--- src/rtl/sleep_seq_pkg.sv ---
package sleep_seq_pkg;

    typedef enum logic [1:0] {
        SQ_IDLE    = 2'd0,
        SQ_STOPCLK = 2'd1,
        SQ_ASLEEP  = 2'd2
    } seq_state_t;

    localparam logic [2:0] SS_S0 = 3'd0;
    localparam logic [2:0] SS_S1 = 3'd1;
    localparam logic [2:0] SS_S3 = 3'd3;
    localparam logic [2:0] SS_S4 = 3'd4;
    localparam logic [2:0] SS_S5 = 3'd5;

    // only S1, S3, S4 and S5 are legal software targets
    function automatic logic typ_is_legal(input logic [2:0] t);
        return (t == SS_S1) || (t == SS_S3) || (t == SS_S4) || (t == SS_S5);
    endfunction

endpackage

--- src/rtl/sleep_ovr_timer.sv ---
module sleep_ovr_timer #(
    parameter int OVR_TICKS = 131072
) (
    input  logic clk,
    input  logic rst_n,
    input  logic rtc_tick,
    input  logic button,
    output logic ovr_hit
);
    localparam int CW = $clog2(OVR_TICKS + 1);
    localparam logic [CW-1:0] LIMIT = CW'(OVR_TICKS);

    logic [CW-1:0] cnt;

    always_ff @(posedge clk or negedge rst_n) begin
        if (!rst_n) begin
            cnt <= '0;
        end else if (!button) begin
            cnt <= '0;
        end else if (rtc_tick && cnt != LIMIT) begin
            cnt <= cnt + 1'b1;
        end
    end

    assign ovr_hit = (cnt == LIMIT);

    // a release always empties the count
    a_r5_release_clears: assert property (@(posedge clk) disable iff (!rst_n)
        !button |=> (cnt == '0));
    // count advances only on an RTC strobe
    a_r4_rtc_only: assert property (@(posedge clk) disable iff (!rst_n)
        (!rtc_tick && button) |=> $stable(cnt));

endmodule

--- src/rtl/sleep_req_latch.sv ---
module sleep_req_latch
    import sleep_seq_pkg::*;
(
    input  logic       clk,
    input  logic       rst_n,
    input  logic       sw_wr,
    input  logic [2:0] sw_typ,
    input  logic       idle,
    input  logic       done,
    output logic       slp_en,
    output logic [2:0] typ_q
);
    logic accept;

    assign accept = sw_wr && idle && typ_is_legal(sw_typ);

    always_ff @(posedge clk or negedge rst_n) begin
        if (!rst_n) begin
            slp_en <= 1'b0;
            typ_q  <= SS_S0;
        end else if (done) begin
            slp_en <= 1'b0;
        end else if (accept && !slp_en) begin
            slp_en <= 1'b1;
            typ_q  <= sw_typ;
        end
    end

    // no request can appear while not idle
    a_r9_no_set_outside_idle: assert property (@(posedge clk) disable iff (!rst_n)
        (!idle && !slp_en) |=> !slp_en);
    // reserved codes never arm the request
    a_r2_reserved_rejected: assert property (@(posedge clk) disable iff (!rst_n)
        (!slp_en && sw_wr && !typ_is_legal(sw_typ)) |=> !slp_en);

endmodule

--- src/rtl/sleep_seq_fsm.sv ---
module sleep_seq_fsm
    import sleep_seq_pkg::*;
(
    input  logic       clk,
    input  logic       rst_n,
    input  logic       slp_en,
    input  logic [2:0] typ_q,
    input  logic       ovr_hit,
    input  logic       therm_trip,
    input  logic       ack,
    output logic       idle,
    output logic       done,
    output logic       stop_clk_req,
    output logic [2:0] sleep_state
);
    seq_state_t st, st_nxt;
    logic [2:0] tgt, tgt_nxt;
    logic       force_s5;

    assign force_s5 = ovr_hit || therm_trip;

    always_comb begin
        st_nxt  = st;
        tgt_nxt = tgt;
        unique case (st)
            SQ_IDLE: begin
                if (force_s5) begin
                    st_nxt  = SQ_ASLEEP;
                    tgt_nxt = SS_S5;
                end else if (slp_en) begin
                    st_nxt = SQ_STOPCLK;
                end
            end
            SQ_STOPCLK: begin
                if (force_s5) begin
                    st_nxt  = SQ_ASLEEP;
                    tgt_nxt = SS_S5;
                end else if (ack) begin
                    st_nxt  = SQ_ASLEEP;
                    tgt_nxt = typ_q;
                end
            end
            SQ_ASLEEP: begin
                if (ovr_hit || (therm_trip && tgt == SS_S1)) begin
                    tgt_nxt = SS_S5;
                end
            end
            default: begin
                st_nxt  = SQ_IDLE;
                tgt_nxt = SS_S0;
            end
        endcase
    end

    always_ff @(posedge clk or negedge rst_n) begin
        if (!rst_n) begin
            st  <= SQ_IDLE;
            tgt <= SS_S0;
        end else begin
            st  <= st_nxt;
            tgt <= tgt_nxt;
        end
    end

    always_comb begin
        idle         = (st == SQ_IDLE);
        stop_clk_req = (st == SQ_STOPCLK);
        sleep_state  = (st == SQ_ASLEEP) ? tgt : SS_S0;
        done         = (st != SQ_ASLEEP) && (st_nxt == SQ_ASLEEP);
    end

    // thermal trip in S0 lands in S5 at the next edge
    a_r6_trip_from_s0: assert property (@(posedge clk) disable iff (!rst_n)
        (therm_trip && st != SQ_ASLEEP) |=> (sleep_state == SS_S5));
    // S5 is terminal until reset
    a_r10_s5_sticky: assert property (@(posedge clk) disable iff (!rst_n)
        (sleep_state == SS_S5) |=> (sleep_state == SS_S5));
    // stop-clock wait is held until an acknowledge or override
    a_r3_wait_held: assert property (@(posedge clk) disable iff (!rst_n)
        (stop_clk_req && !ack && !force_s5) |=> stop_clk_req);

endmodule

--- src/rtl/sleep_entry_seq.sv ---
module sleep_entry_seq
    import sleep_seq_pkg::*;
#(
    parameter int OVR_TICKS = 131072
) (
    input  logic       clk,
    input  logic       rst_n,
    input  logic       rtc_tick,
    input  logic       sw_wr,
    input  logic [2:0] sw_typ,
    input  logic       pwr_button,
    input  logic       therm_trip,
    input  logic       cstate_req,
    input  logic       stop_grant_ack,
    output logic       slp_en,
    output logic [2:0] sleep_state,
    output logic       stop_clk_req,
    output logic       throttle_dis,
    output logic       cstate_grant
);
    logic       ovr_hit;
    logic       idle;
    logic       done;
    logic [2:0] typ_q;

    sleep_ovr_timer #(.OVR_TICKS(OVR_TICKS)) u_timer (
        .clk      (clk),
        .rst_n    (rst_n),
        .rtc_tick (rtc_tick),
        .button   (pwr_button),
        .ovr_hit  (ovr_hit)
    );

    sleep_req_latch u_req (
        .clk    (clk),
        .rst_n  (rst_n),
        .sw_wr  (sw_wr),
        .sw_typ (sw_typ),
        .idle   (idle),
        .done   (done),
        .slp_en (slp_en),
        .typ_q  (typ_q)
    );

    sleep_seq_fsm u_fsm (
        .clk          (clk),
        .rst_n        (rst_n),
        .slp_en       (slp_en),
        .typ_q        (typ_q),
        .ovr_hit      (ovr_hit),
        .therm_trip   (therm_trip),
        .ack          (stop_grant_ack),
        .idle         (idle),
        .done         (done),
        .stop_clk_req (stop_clk_req),
        .sleep_state  (sleep_state)
    );

    assign throttle_dis = slp_en || !idle;
    assign cstate_grant = cstate_req && idle && !slp_en;

    // a C-state grant never overlaps any part of sleep entry
    a_r8_exclusive: assert property (@(posedge clk) disable iff (!rst_n)
        cstate_grant |-> (sleep_state == SS_S0 && !stop_clk_req && !slp_en));
    // leaving the stop-clock wait clears the software request
    a_r3_clear_on_entry: assert property (@(posedge clk) disable iff (!rst_n)
        $fell(stop_clk_req) |-> !slp_en);
    // a pending request always blocks throttling
    a_r7_throttle_block: assert property (@(posedge clk) disable iff (!rst_n)
        (slp_en || sleep_state != SS_S0) |-> throttle_dis);
    // unused codes never appear
    a_r10_legal_state: assert property (@(posedge clk) disable iff (!rst_n)
        (sleep_state != 3'd2 && sleep_state != 3'd6 && sleep_state != 3'd7));

endmodule

--- config.mk ---
export PLATFORM = sky130hd
export DESIGN_NAME = sleep_entry_seq
export DESIGN_NICKNAME = d
export VERILOG_FILES = /design/src/rtl/sleep_seq_pkg.sv /design/src/rtl/sleep_ovr_timer.sv /design/src/rtl/sleep_req_latch.sv /design/src/rtl/sleep_seq_fsm.sv /design/src/rtl/sleep_entry_seq.sv
export SDC_FILE = /design/constraint.sdc
export NUM_CORES = 1
export LEC_CHECK = 0
export ABC_AREA = 1
export BUFFER_PORTS_ARGS = -buffer_cell sky130_fd_sc_hd__buf_4
export CORE_AREA = 2 2 67 69
export CTS_BUF_LIST = sky130_fd_sc_hd__clkbuf_8
export DETAILED_ROUTE_END_ITERATION = 8
export DIE_AREA = 0 0 69 71
export PLACE_DENSITY = 0.62
export SKIP_CTS_REPAIR_TIMING = 1
export SLEW_MARGIN = 15
export SYNTH_ARGS = -nofsm -noshare
export SYNTH_HDL_FRONTEND = slang
export SYNTH_SLANG_ARGS = --single-unit
export TNS_END_PERCENT = 30
--- constraint.sdc ---
create_clock -name clk -period 4.43 [get_ports clk]
set_input_delay 0.443 -clock clk [delete_from_list [all_inputs] [get_ports clk]]
set_output_delay 0.443 -clock clk [all_outputs]
set_load 0.05 [all_outputs]
==> results by group <==
Run status
  • Status: complete, no violations

GRT
  • First-pass GRT wire length: 7220 microns
  • Global route overflow: 0
  • GRT Util Overall: 17.8%
  • Pin count of the biggest net entering global routing: 28
  • Number of global-route vias before repair: 1535
  • Initial antenna violation count: 0

Timing
  • Rel. slew slack: roughly 73%
  • Setup tns final: 0 ps
  • Final hold vios: 0
  • Setup Skew: around 1.6 ps
  • Peak Freq: 562 MHz
  • Final period utilization: between 40% and 50%
  • Worst-Margin Slew: 404 ps
  • Max-slew violation count: 0
  • Crit path time final: 1780 ps
  • Setup violations, final: 0
  • RSZ-0062 raised after global routing: false

Route
  • DRT antenna net count: 0
  • Top sig layer: met4
  • DR iter-0 viols: 111
  • Residual DRC: 0
  • Drt wl/cell: approximately 13 microns
  • Met2 WL: 1780 microns
  • First-pass DRT Iterations: 4
  • Post-Route WL: 3960 microns
  • M1 wire length: between 2000 and 2500 microns
  • Via Count: 1594
  • Via density: slightly above 5
  • Routed length on met3: about 89 microns

Cells and area
  • Sequential cell area: 676 sq um
  • Commonest non-fill, non-tap cells in the layout: nand2_1, dfrtp_1, nor2_1, nand3_1, inv_1
  • Share of cells above drive strength 1: 25.9%
  • ANT cells: 0
  • Area Overhead vs Synth: 11.4%
  • Area of the multi-input gates: 995 sq um
  • Commonest non-fill, non-tap cell in the layout: nand2_1
  • Nets: between 200 and 300
  • Fin cells: 307
  • Fill count: 432

Synthesis
  • Number of synthesized flops with an enable pin: 0
  • Seq/Total Area, Yosys: around 37%
  • Post-synth ARST share: 100%
  • Syn Area/Cell: approximately 7.6 sq um
  • Largest cells by area after synthesis: dfrtp_1, nand2_1, nand3_1
  • Yosys reg bits: 27
  • Mapped Area: approximately 1800 sq um
  • Yosys top cell area share: 37.2%
  • Synth Flop Type: dfrtp_1
  • Cells after Synth: 238
  • Syn. warnings: 0
  • Synth cell types: 30
  • Area leader, netlist: dfrtp_1
  • Post-Syn Nets: 251

Clock tree
  • CTS buffer count: 3
  • CTS tree: yes
  • Clk_lat worst skew: between 200 and 300 ps
  • Clk slew on worst S/H paths: 100 ps
  • CTS root buf: clkbuf_8
  • Clock Tree Buf Depth: 2
  • Htree depth: 1
  • Sink Count: 27

Pwr
  • Power per cell area: roughly 220 nW/um^2
  • Leak Pwr: 0.000891 uW
  • Worst VDD drop: 0.106 mV

Min path
  • Hold Path Class: in -> async

Worst setup path
  • R2r setup slk: ~2700 ps
  • Crit path required time: 4600 ps
  • CP endpoint kind: flip-flop
  • Max FO, Critical Path: 12
  • Critical path class: reg -> reg
  • Reg2Reg Depth: 10
  • Startpoint Class: flip-flop
  • CP Data Arrival Time: 1950 ps

Placed design
  • Final GP Congestion: 0.807
  • Placed insts: 303
  • Post-detail-place hpwl: 2990 microns
  • Port bufs: 17

Floorplanning
  • Initial core utilization: 43.2%
  • Die Width: 69 microns
  • Core area: 4200 sq um
  • Die height: ~71 microns
  • Cell Rows: 24
  • Die area: 4900 sq um
  • I/O pins: 18

Run
  • Max-Cap Viols: 0
[critical path: stages (launching register included)]
cell,delay [ps]
dfrtp_1,490
inv_2,120
ha_1,210
nand2_1,80
nor2_2,50
nand3_4,120
nand2_4,100
nand2_4,200
clkinv_2,160
nand2_1,80
o21ai_0,70
[sequential cells by signal, indices dropped and copies added (netlist names)]
signal,flops
u_fsm.st,2
u_fsm.tgt,3
u_req.slp_en,1
u_req.typ_q,3
u_timer.cnt,18
[stage by stage]
stage               setup slack, ps  instance area (sq um)  power, uW  hold WS, ps  util [%]
global placement               2690                   1970        300          383      46.9
CTS                            2640                   2020        448         77.6      48.1
detailed placement             2640                   1970        301          383      46.9
finish                         2650                   2020        442         58.0      48.1
global route                   2450                   2020        462         90.2      48.1
floorplan                      2220                   1810        284          147         -
[final timing paths]
path,start,to
min reg2reg,u_req.typ_q[2],u_req.typ_q[2]
min,rst_n,u_timer.cnt[9]
max in group asynchronous,rst_n,u_timer.cnt[0]
max reg2reg,u_timer.cnt[0],u_timer.cnt[11]
max,u_timer.cnt[0],u_timer.cnt[11]
min in group clk,stop_grant_ack,u_fsm.st[0]
[layout make-up]
| class | count | share of cell area (%) |
|---|---|---|
| multi-input combinational | 179 | 49.2 |
| inverter | 28 | 5.39 |
| tap | 52 | 3.22 |
| clock inverter | 1 | 0.372 |
| sequential | 27 | 33.4 |
| timing repair buffer | 17 | 6.32 |
| clock buffer | 3 | 2.04 |
[synth_stat cells, types with 5 or more instances]
master    n
nand4_2   5
nor2_1   24
nand4_1  13
nor3_1    6
inv_2     8
nand3_1  21
o21ai_2  11
dfrtp_1  27
o21ai_0   8
nand2_1  64
nor2_2    5
inv_1    18
[where the power goes]
group,leakage [uW],internal [uW],switching (uW)
clock network,0.0000217,63.9,83.6
registers,0.000368,250,3.74
logic,0.000501,13.0,28.4
[kinds of logic (layout without fill, tap and decap cells)]
kind of cell,count (synthesis),after routing,synth area share [%]
AO/OA/AOI/OAI,23,23,9.17
XOR/XNOR,3,3,1.45
adder cells (fa/ha/maj),2,2,1.38
buffers and inverters,32,49,7.93
flip-flops,27,27,37.2
AND/OR/NAND/NOR,151,151,42.8
[routing by layer]
layer	global-route usage (%)	vias to the layer above
met3	1.57	4
met5	0	-
met4	5.01	0
li1	-	825
met2	28.3	22
met1	26.1	743
(Power assumes the default switching activity.)
